$ cat config.mk
export PLATFORM = sky130hd
export DESIGN_NAME = sram_port_ctrl
export DESIGN_NICKNAME = d
export VERILOG_FILES = /design/src/rtl/sram_ctrl_pkg.sv /design/src/rtl/sram_cycle_timer.sv /design/src/rtl/sram_phase_seq.sv /design/src/rtl/sram_read_capture.sv /design/src/rtl/sram_port_ctrl.sv
export SDC_FILE = /design/constraint.sdc
export NUM_CORES = 1
export LEC_CHECK = 0
export BUFFER_PORTS_ARGS = -buffer_cell sky130_fd_sc_hd__buf_2
export CAP_MARGIN = 20
export CORE_MARGIN = 2
export CORE_UTILIZATION = 40
export DETAILED_ROUTE_END_ITERATION = 10
export PLACE_DENSITY = 0.72
export SYNTH_ARGS = -nofsm -noshare
export SYNTH_HDL_FRONTEND = slang
export SYNTH_SLANG_ARGS = --single-unit
$ cat constraint.sdc
create_clock -name clk -period 1.7 [get_ports clk]
set_input_delay 0.085 -clock clk [delete_from_list [all_inputs] [get_ports clk]]
set_output_delay 0.085 -clock clk [all_outputs]
set_load 0.01 [all_outputs]
$ cat src/rtl/sram_ctrl_pkg.sv
package sram_ctrl_pkg;

    typedef enum logic [2:0] {
        PH_IDLE,
        PH_READ,
        PH_WSETUP,
        PH_WPULSE,
        PH_WREC
    } phase_e;

    typedef struct packed {
        logic cs_n;
        logic we_n;
        logic oe_n;
        logic lanes_on;
        logic drive;
    } strobe_t;

    localparam strobe_t STROBE_REST = '{cs_n: 1'b1, we_n: 1'b1, oe_n: 1'b1,
                                        lanes_on: 1'b0, drive: 1'b0};

    // Strobe levels that belong to each phase.
    function automatic strobe_t strobes_for(phase_e ph);
        strobe_t s;
        s = STROBE_REST;
        case (ph)
            PH_READ: begin
                s.cs_n = 1'b0; s.oe_n = 1'b0; s.lanes_on = 1'b1;
            end
            PH_WSETUP: begin
                s.cs_n = 1'b0; s.lanes_on = 1'b1;
            end
            PH_WPULSE: begin
                s.cs_n = 1'b0; s.we_n = 1'b0; s.lanes_on = 1'b1; s.drive = 1'b1;
            end
            PH_WREC: begin
                s.drive = 1'b1;
            end
            default: s = STROBE_REST;
        endcase
        return s;
    endfunction

    function automatic int max2(int a, int b);
        return (a > b) ? a : b;
    endfunction

endpackage

$ cat src/rtl/sram_cycle_timer.sv
module sram_cycle_timer #(
    parameter int CYC_MIN = 7
) (
    input  logic clk,
    input  logic rst,
    input  logic start,
    output logic idle
);
    localparam int CNT_W = $clog2(CYC_MIN + 1);
    localparam logic [CNT_W-1:0] LOAD = CNT_W'(CYC_MIN - 1);

    logic [CNT_W-1:0] cnt_q;

    always_ff @(posedge clk) begin
        if (rst) begin
            cnt_q <= '0;
        end else if (start) begin
            cnt_q <= LOAD;
        end else if (cnt_q != '0) begin
            cnt_q <= cnt_q - 1'b1;
        end
    end

    assign idle = (cnt_q == '0);

    AST_START_WHEN_IDLE: assert property (@(posedge clk) disable iff (rst)
        start |-> idle);

endmodule

$ cat src/rtl/sram_phase_seq.sv
module sram_phase_seq
    import sram_ctrl_pkg::*;
#(
    parameter int RD_WAIT  = 7,
    parameter int WR_PULSE = 5
) (
    input  logic   clk,
    input  logic   rst,
    input  logic   start,
    input  logic   start_write,
    output phase_e phase_d,
    output phase_e phase_q,
    output logic   rd_last
);
    localparam int CNT_MAX = max2(RD_WAIT, WR_PULSE);
    localparam int CNT_W   = $clog2(CNT_MAX + 1);
    localparam logic [CNT_W-1:0] RD_LOAD = CNT_W'(RD_WAIT - 1);
    localparam logic [CNT_W-1:0] WR_LOAD = CNT_W'(WR_PULSE - 1);

    logic [CNT_W-1:0] cnt_q;

    always_comb begin
        phase_d = phase_q;
        case (phase_q)
            PH_IDLE:   if (start) phase_d = start_write ? PH_WSETUP : PH_READ;
            PH_READ:   if (cnt_q == '0) phase_d = PH_IDLE;
            PH_WSETUP: phase_d = PH_WPULSE;
            PH_WPULSE: if (cnt_q == '0) phase_d = PH_WREC;
            PH_WREC:   phase_d = PH_IDLE;
            default:   phase_d = PH_IDLE;
        endcase
    end

    always_ff @(posedge clk) begin
        if (rst) begin
            phase_q <= PH_IDLE;
            cnt_q   <= '0;
        end else begin
            phase_q <= phase_d;
            if (phase_d != phase_q) begin
                if (phase_d == PH_READ)       cnt_q <= RD_LOAD;
                else if (phase_d == PH_WPULSE) cnt_q <= WR_LOAD;
                else                           cnt_q <= '0;
            end else if (cnt_q != '0) begin
                cnt_q <= cnt_q - 1'b1;
            end
        end
    end

    assign rd_last = (phase_q == PH_READ) && (cnt_q == '0);

    AST_READ_ENDS_IDLE: assert property (@(posedge clk) disable iff (rst)
        rd_last |=> (phase_q == PH_IDLE));
    AST_PULSE_AFTER_SETUP: assert property (@(posedge clk) disable iff (rst)
        (phase_q == PH_WSETUP) |=> (phase_q == PH_WPULSE));
    AST_REC_AFTER_PULSE: assert property (@(posedge clk) disable iff (rst)
        (phase_q == PH_WREC) |-> ($past(phase_q) == PH_WPULSE));

endmodule

$ cat src/rtl/sram_read_capture.sv
module sram_read_capture #(
    parameter int LANE_W = 8
) (
    input  logic                clk,
    input  logic                rst,
    input  logic                capture,
    input  logic                blank,
    input  logic [1:0]          lane_mask,
    input  logic [2*LANE_W-1:0] dq_in,
    output logic                rsp_valid,
    output logic [2*LANE_W-1:0] rsp_data
);
    always_ff @(posedge clk) begin
        if (rst) rsp_valid <= 1'b0;
        else     rsp_valid <= capture || blank;
    end

    for (genvar g = 0; g < 2; g++) begin : g_lane
        always_ff @(posedge clk) begin
            if (rst || blank) begin
                rsp_data[g*LANE_W +: LANE_W] <= '0;
            end else if (capture) begin
                rsp_data[g*LANE_W +: LANE_W] <= lane_mask[g] ? '0 : dq_in[g*LANE_W +: LANE_W];
            end
        end
    end

    AST_RSP_SINGLE: assert property (@(posedge clk) disable iff (rst)
        rsp_valid |=> !rsp_valid);

endmodule

$ cat src/rtl/sram_port_ctrl.sv
module sram_port_ctrl
    import sram_ctrl_pkg::*;
#(
    parameter int ADDR_W   = 19,
    parameter int LANE_W   = 8,
    parameter int RD_WAIT  = 7,
    parameter int WR_PULSE = 5,
    parameter int CYC_MIN  = 7
) (
    input  logic                clk,
    input  logic                rst,
    input  logic                req_valid,
    output logic                req_ready,
    input  logic                req_write,
    input  logic [ADDR_W-1:0]   req_addr,
    input  logic [2*LANE_W-1:0] req_wdata,
    input  logic [1:0]          req_bmask,
    output logic                rsp_valid,
    output logic [2*LANE_W-1:0] rsp_rdata,
    output logic [ADDR_W-1:0]   mem_addr,
    output logic                mem_cs_n,
    output logic                mem_we_n,
    output logic                mem_oe_n,
    output logic                mem_lb_n,
    output logic                mem_ub_n,
    output logic [2*LANE_W-1:0] mem_dq_out,
    output logic                mem_dq_oe,
    input  logic [2*LANE_W-1:0] mem_dq_in
);
    localparam int DATA_W = 2 * LANE_W;

    logic        accept, noop, timer_idle, rd_last;
    phase_e      phase_d, phase_q;
    strobe_t     strobe_d, strobe_q;
    logic [1:0]  mask_q, mask_d, be_n_q;

    assign accept    = req_valid && req_ready;
    assign noop      = &req_bmask;
    assign req_ready = timer_idle && (phase_q == PH_IDLE);
    assign mask_d    = accept ? req_bmask : mask_q;
    assign strobe_d  = strobes_for(phase_d);

    sram_cycle_timer #(.CYC_MIN(CYC_MIN)) u_timer (
        .clk   (clk),
        .rst   (rst),
        .start (accept),
        .idle  (timer_idle)
    );

    sram_phase_seq #(.RD_WAIT(RD_WAIT), .WR_PULSE(WR_PULSE)) u_seq (
        .clk         (clk),
        .rst         (rst),
        .start       (accept && !noop),
        .start_write (req_write),
        .phase_d     (phase_d),
        .phase_q     (phase_q),
        .rd_last     (rd_last)
    );

    sram_read_capture #(.LANE_W(LANE_W)) u_cap (
        .clk       (clk),
        .rst       (rst),
        .capture   (rd_last),
        .blank     (accept && noop && !req_write),
        .lane_mask (mask_q),
        .dq_in     (mem_dq_in),
        .rsp_valid (rsp_valid),
        .rsp_data  (rsp_rdata)
    );

    always_ff @(posedge clk) begin
        if (rst) begin
            mem_addr   <= '0;
            mem_dq_out <= '0;
            mask_q     <= '1;
            strobe_q   <= STROBE_REST;
            be_n_q     <= '1;
        end else begin
            if (accept) begin
                mem_addr   <= req_addr;
                mem_dq_out <= req_wdata[DATA_W-1:0];
                mask_q     <= req_bmask;
            end
            strobe_q <= strobe_d;
            be_n_q   <= strobe_d.lanes_on ? mask_d : 2'b11;
        end
    end

    assign mem_cs_n  = strobe_q.cs_n;
    assign mem_we_n  = strobe_q.we_n;
    assign mem_oe_n  = strobe_q.oe_n;
    assign mem_dq_oe = strobe_q.drive;
    assign mem_lb_n  = be_n_q[0];
    assign mem_ub_n  = be_n_q[1];

    AST_NO_BUS_FIGHT: assert property (@(posedge clk) disable iff (rst)
        mem_dq_oe |-> mem_oe_n);
    AST_DRIVE_WITH_WE: assert property (@(posedge clk) disable iff (rst)
        !mem_we_n |-> mem_dq_oe);
    AST_DRIVE_RELEASE: assert property (@(posedge clk) disable iff (rst)
        $rose(mem_we_n) |=> !mem_dq_oe);
    AST_READ_SHAPE: assert property (@(posedge clk) disable iff (rst)
        !mem_oe_n |-> (!mem_cs_n && mem_we_n));
    AST_ACCEPT_BLOCKS: assert property (@(posedge clk) disable iff (rst)
        accept |=> !req_ready);
    AST_NOOP_SILENT: assert property (@(posedge clk) disable iff (rst)
        (accept && noop) |=> mem_cs_n);
    AST_ADDR_HOLD: assert property (@(posedge clk) disable iff (rst)
        (!mem_cs_n && !$past(mem_cs_n)) |-> $stable(mem_addr));
    AST_LANES_OFF_IDLE: assert property (@(posedge clk) disable iff (rst)
        mem_cs_n |-> (mem_lb_n && mem_ub_n));

endmodule

==> impl_metrics.toml <==
[floorplan]
die-width_um = 85.6
coreArea_um2 = 6390
start_util_pct = 41.7
io-pin-count = 116
die_y_um = 85.6
num_rows = 29
dieArea_um2 = 7330

[clocking]
htreeDepth = 3
cts_tree = "built"
clk_pin_slew_ns = 0.07
clockRootBuffer = "clkbuf_8"
clk_latency_ns = 0.34
cts_made_buffers = 9
cts_num_sinks = 69
cts_buffer_depth = 2

[sta]
fin_crit_sh_pct = 98.5
tns_ns = 0
fin_worst_skew_ns = 0.00826
rsz0062_at_grt = "yes"
final_hold_viol_count = 0
worst_pin_slew_ns = 0.415
setup_viol = 0
slew_headroom_pct = 72.3
max_freq_mhz = 597
fin_crit_ns = 1.68
slew_viol_final = 0
fin_ws_ns = 0.0247

[final_layout]
fillCellCount = 534
nNetsFinal = 541
most-common-layout-cells = "buf_2, nand2_1, dfxtp_1, a21oi_1, dlygate4sd3_1"
final_cell_area_um2 = 4090
fin_util_pct = 64.0
antenna_cells = 0
syn_to_final_growth_pct = 53.3
drive_gt1_share_pct = 32.7
final_common_cell = "buf_2"

[power_and_ir_drop]
peakVddDrop_uv = 710
power.density_nw_per_um2 = 1430
leakagePower_uw = 0.00182

[grt]
grt_antenna_before_repair = 0
grt_use_total_pct = 20.7
first_global_vias = 2621
grt-ovfl-total = 0
grt_pass1_wl_um = 12000
grt_max_degree = 35

[route]
drc = 0
vias = 2765
wl_per_cell_um = 13.4
detail_route.first_pass.iterations = 4
viasPerCell = 4.94
antenna_left = 0
wl_um = 7520
drt_iter0_markers = 138

[outcome]
status = "finished, final reports clean"

[place]
placed_cell_area_um2 = 3360
post-dp-hpwl_um = 4570
port_buffers = 115
place_worst_setup_slack_ns = 0.0279
routabilityCongestion = 0.800

[logic_synthesis]
yosysSeqAreaShare_pct = 51.8
yosysWarnings = 0
synth_fp_nets = 372
synth.distinct_cells = 37
syn-instance-count = 311
synth_area_um2 = 2670
syn_avg_cell_area_um2 = 8.57
ys_ff_latch = 69

[critical_path]
max_stage_delay_ns = 0.35
critPathLaunchType = "flop"
crit_arrival_ns = 1.94
criticalPathCategory = "flop to flop"
cp_max_fo = 25
end_kind = "flop"
rr_worst_depth = 7
worstPathRequired_ns = 1.96
worstPathCellList = "nor2_4 -> ha_2 -> nor4b_4 -> and2_1 -> buf_12 -> nand2_1 -> a21oi_1"
crit_path_top_delay_cell = "dfxtp_2"
ff2ff_setup_slack_ns = 0.02

[hold_path]
hold_depth = 3
min_path_type = "input port to flop"

[job]
drv_cap = 0
==> per-layer routing <==
metal,GRT usage [%],wire [um],vias to the layer above
li1,-,-,1374
met1,23.5,3150,1242
met2,34.4,3510,134
met3,7.41,686,15
met4,10.5,175,0
met5,0,0,-
==> metrics by stage <==
| stage | cells | power, uW | hold slack [ns] |
|---|---|---|---|
| 2_1_floorplan | 311 | 3550 | 0.221 |
| 3_3_place_gp | 496 | 4220 | 0.326 |
| 3_5_place_dp | 496 | 4260 | 0.331 |
| 4_1_cts | 558 | 5750 | 0.00154 |
| 5_1_grt | 560 | 6200 | 0.00813 |
| 6_report | 560 | 5830 | 0.0229 |
==> cell usage after synthesis <==
cell type  number  area (um2)
a41oi_1         1        8.76
a21oi_1        56         280
mux2_2          1        11.3
or3_1           2        12.5
clkbuf_1        8        30.0
a211oi_2        1        12.5
nand2_1        93         349
a31oi_1         3        18.8
buf_2           8        40.0
or4_1           1        7.51
nor3b_1         1        7.51
buf_4           4        30.0
a221oi_1        1        8.76
and2_1          1        6.26
mux2i_1         4        40.0
nand2_2         1        6.26
nor3b_2         1        12.5
nor4_1          1        6.26
a211oi_1        1        7.51
nor3_1          2        10.0
ha_1            4        50.1
o31ai_4         1        21.3
or3b_1          1        8.76
o21ai_0         3        15.0
dfxtp_1        69        1380
nand4_1         2        12.5
nand2b_4        1        13.8
nand3b_1       16         120
nor2_1          7        26.3
nand3_1         3        15.0
xor2_1          1        8.76
o31ai_1         1        7.51
nand2b_1        1        6.26
inv_1           6        22.5
buf_6           1        11.3
a21o_1          2        15.0
nor4b_4         1        23.8
==> flip-flops by register name (all words and copies together) (netlist names) <==
register / cells
u_seq.cnt_q: 3
be_n_q: 2
mem_addr: 19
u_cap.rsp_valid: 1
mask_q: 2
mem_dq_out: 16
u_timer.cnt_q: 3
mem_we_n: 1
mem_oe_n: 1
u_seq.phase_q: 3
mem_cs_n: 1
mem_dq_oe: 1
u_cap.rsp_data: 16
==> report_power, final <==
| group | switching (uW) | internal, uW |
|---|---|---|
| combinational | 1230 | 1080 |
| clock | 578 | 804 |
| sequential | 202 | 1930 |
| total | 2010 | 3820 |
==> repair_timing <==
item,CTS,global route
resized for setup,0,6
hold buffers,48,0
setup endpoints to repair,0,55
endpoints found under the hold margin,48,0
buffers inserted,0,2
==> final timing paths <==
kind,from,end
worst max register to register,u_timer.cnt_q[0],mem_dq_out[2]
worst min-delay path,mem_dq_in[8],u_cap.rsp_data[8]
worst max-delay path,u_timer.cnt_q[0],mem_dq_out[2]
worst min register to register,u_cap.rsp_data[2],u_cap.rsp_data[2]
==> cells by family after synthesis <==
kind of cell | after synthesis | share of synthesized area [%]
AOI/OAI and AO/OA | 70 | 14.8
xor gates and xnor gates | 1 | 0.329
buffers and inverters | 27 | 5.02
muxes | 5 | 1.92
adders and majority gates | 4 | 1.88
and+or+nand+nor | 135 | 24.2
DFF | 69 | 51.8
==> final cells by class <==
cell class	instances	area [um2]	share of cell area (%)
clock buffer	9	124	3.03
clock inverter	5	77.6	1.90
inverter	6	22.5	0.551
multi-input combinational	215	1180	28.8
sequential	69	1380	33.8
tap	77	96.3	2.36
timing repair buffer	179	1200	29.5
==> critical path, delay by kind of cell, from the launching register on <==
kind / cells / cell delay, ns
AND/OR/NAND/NOR: 4 / 0.70
flip-flops: 1 / 0.35
adder cells (fa/ha/maj): 1 / 0.20
buffers and inverters: 1 / 0.19
AO/OA/AOI/OAI: 1 / 0.17
Power figures use the tool's default switching activity.
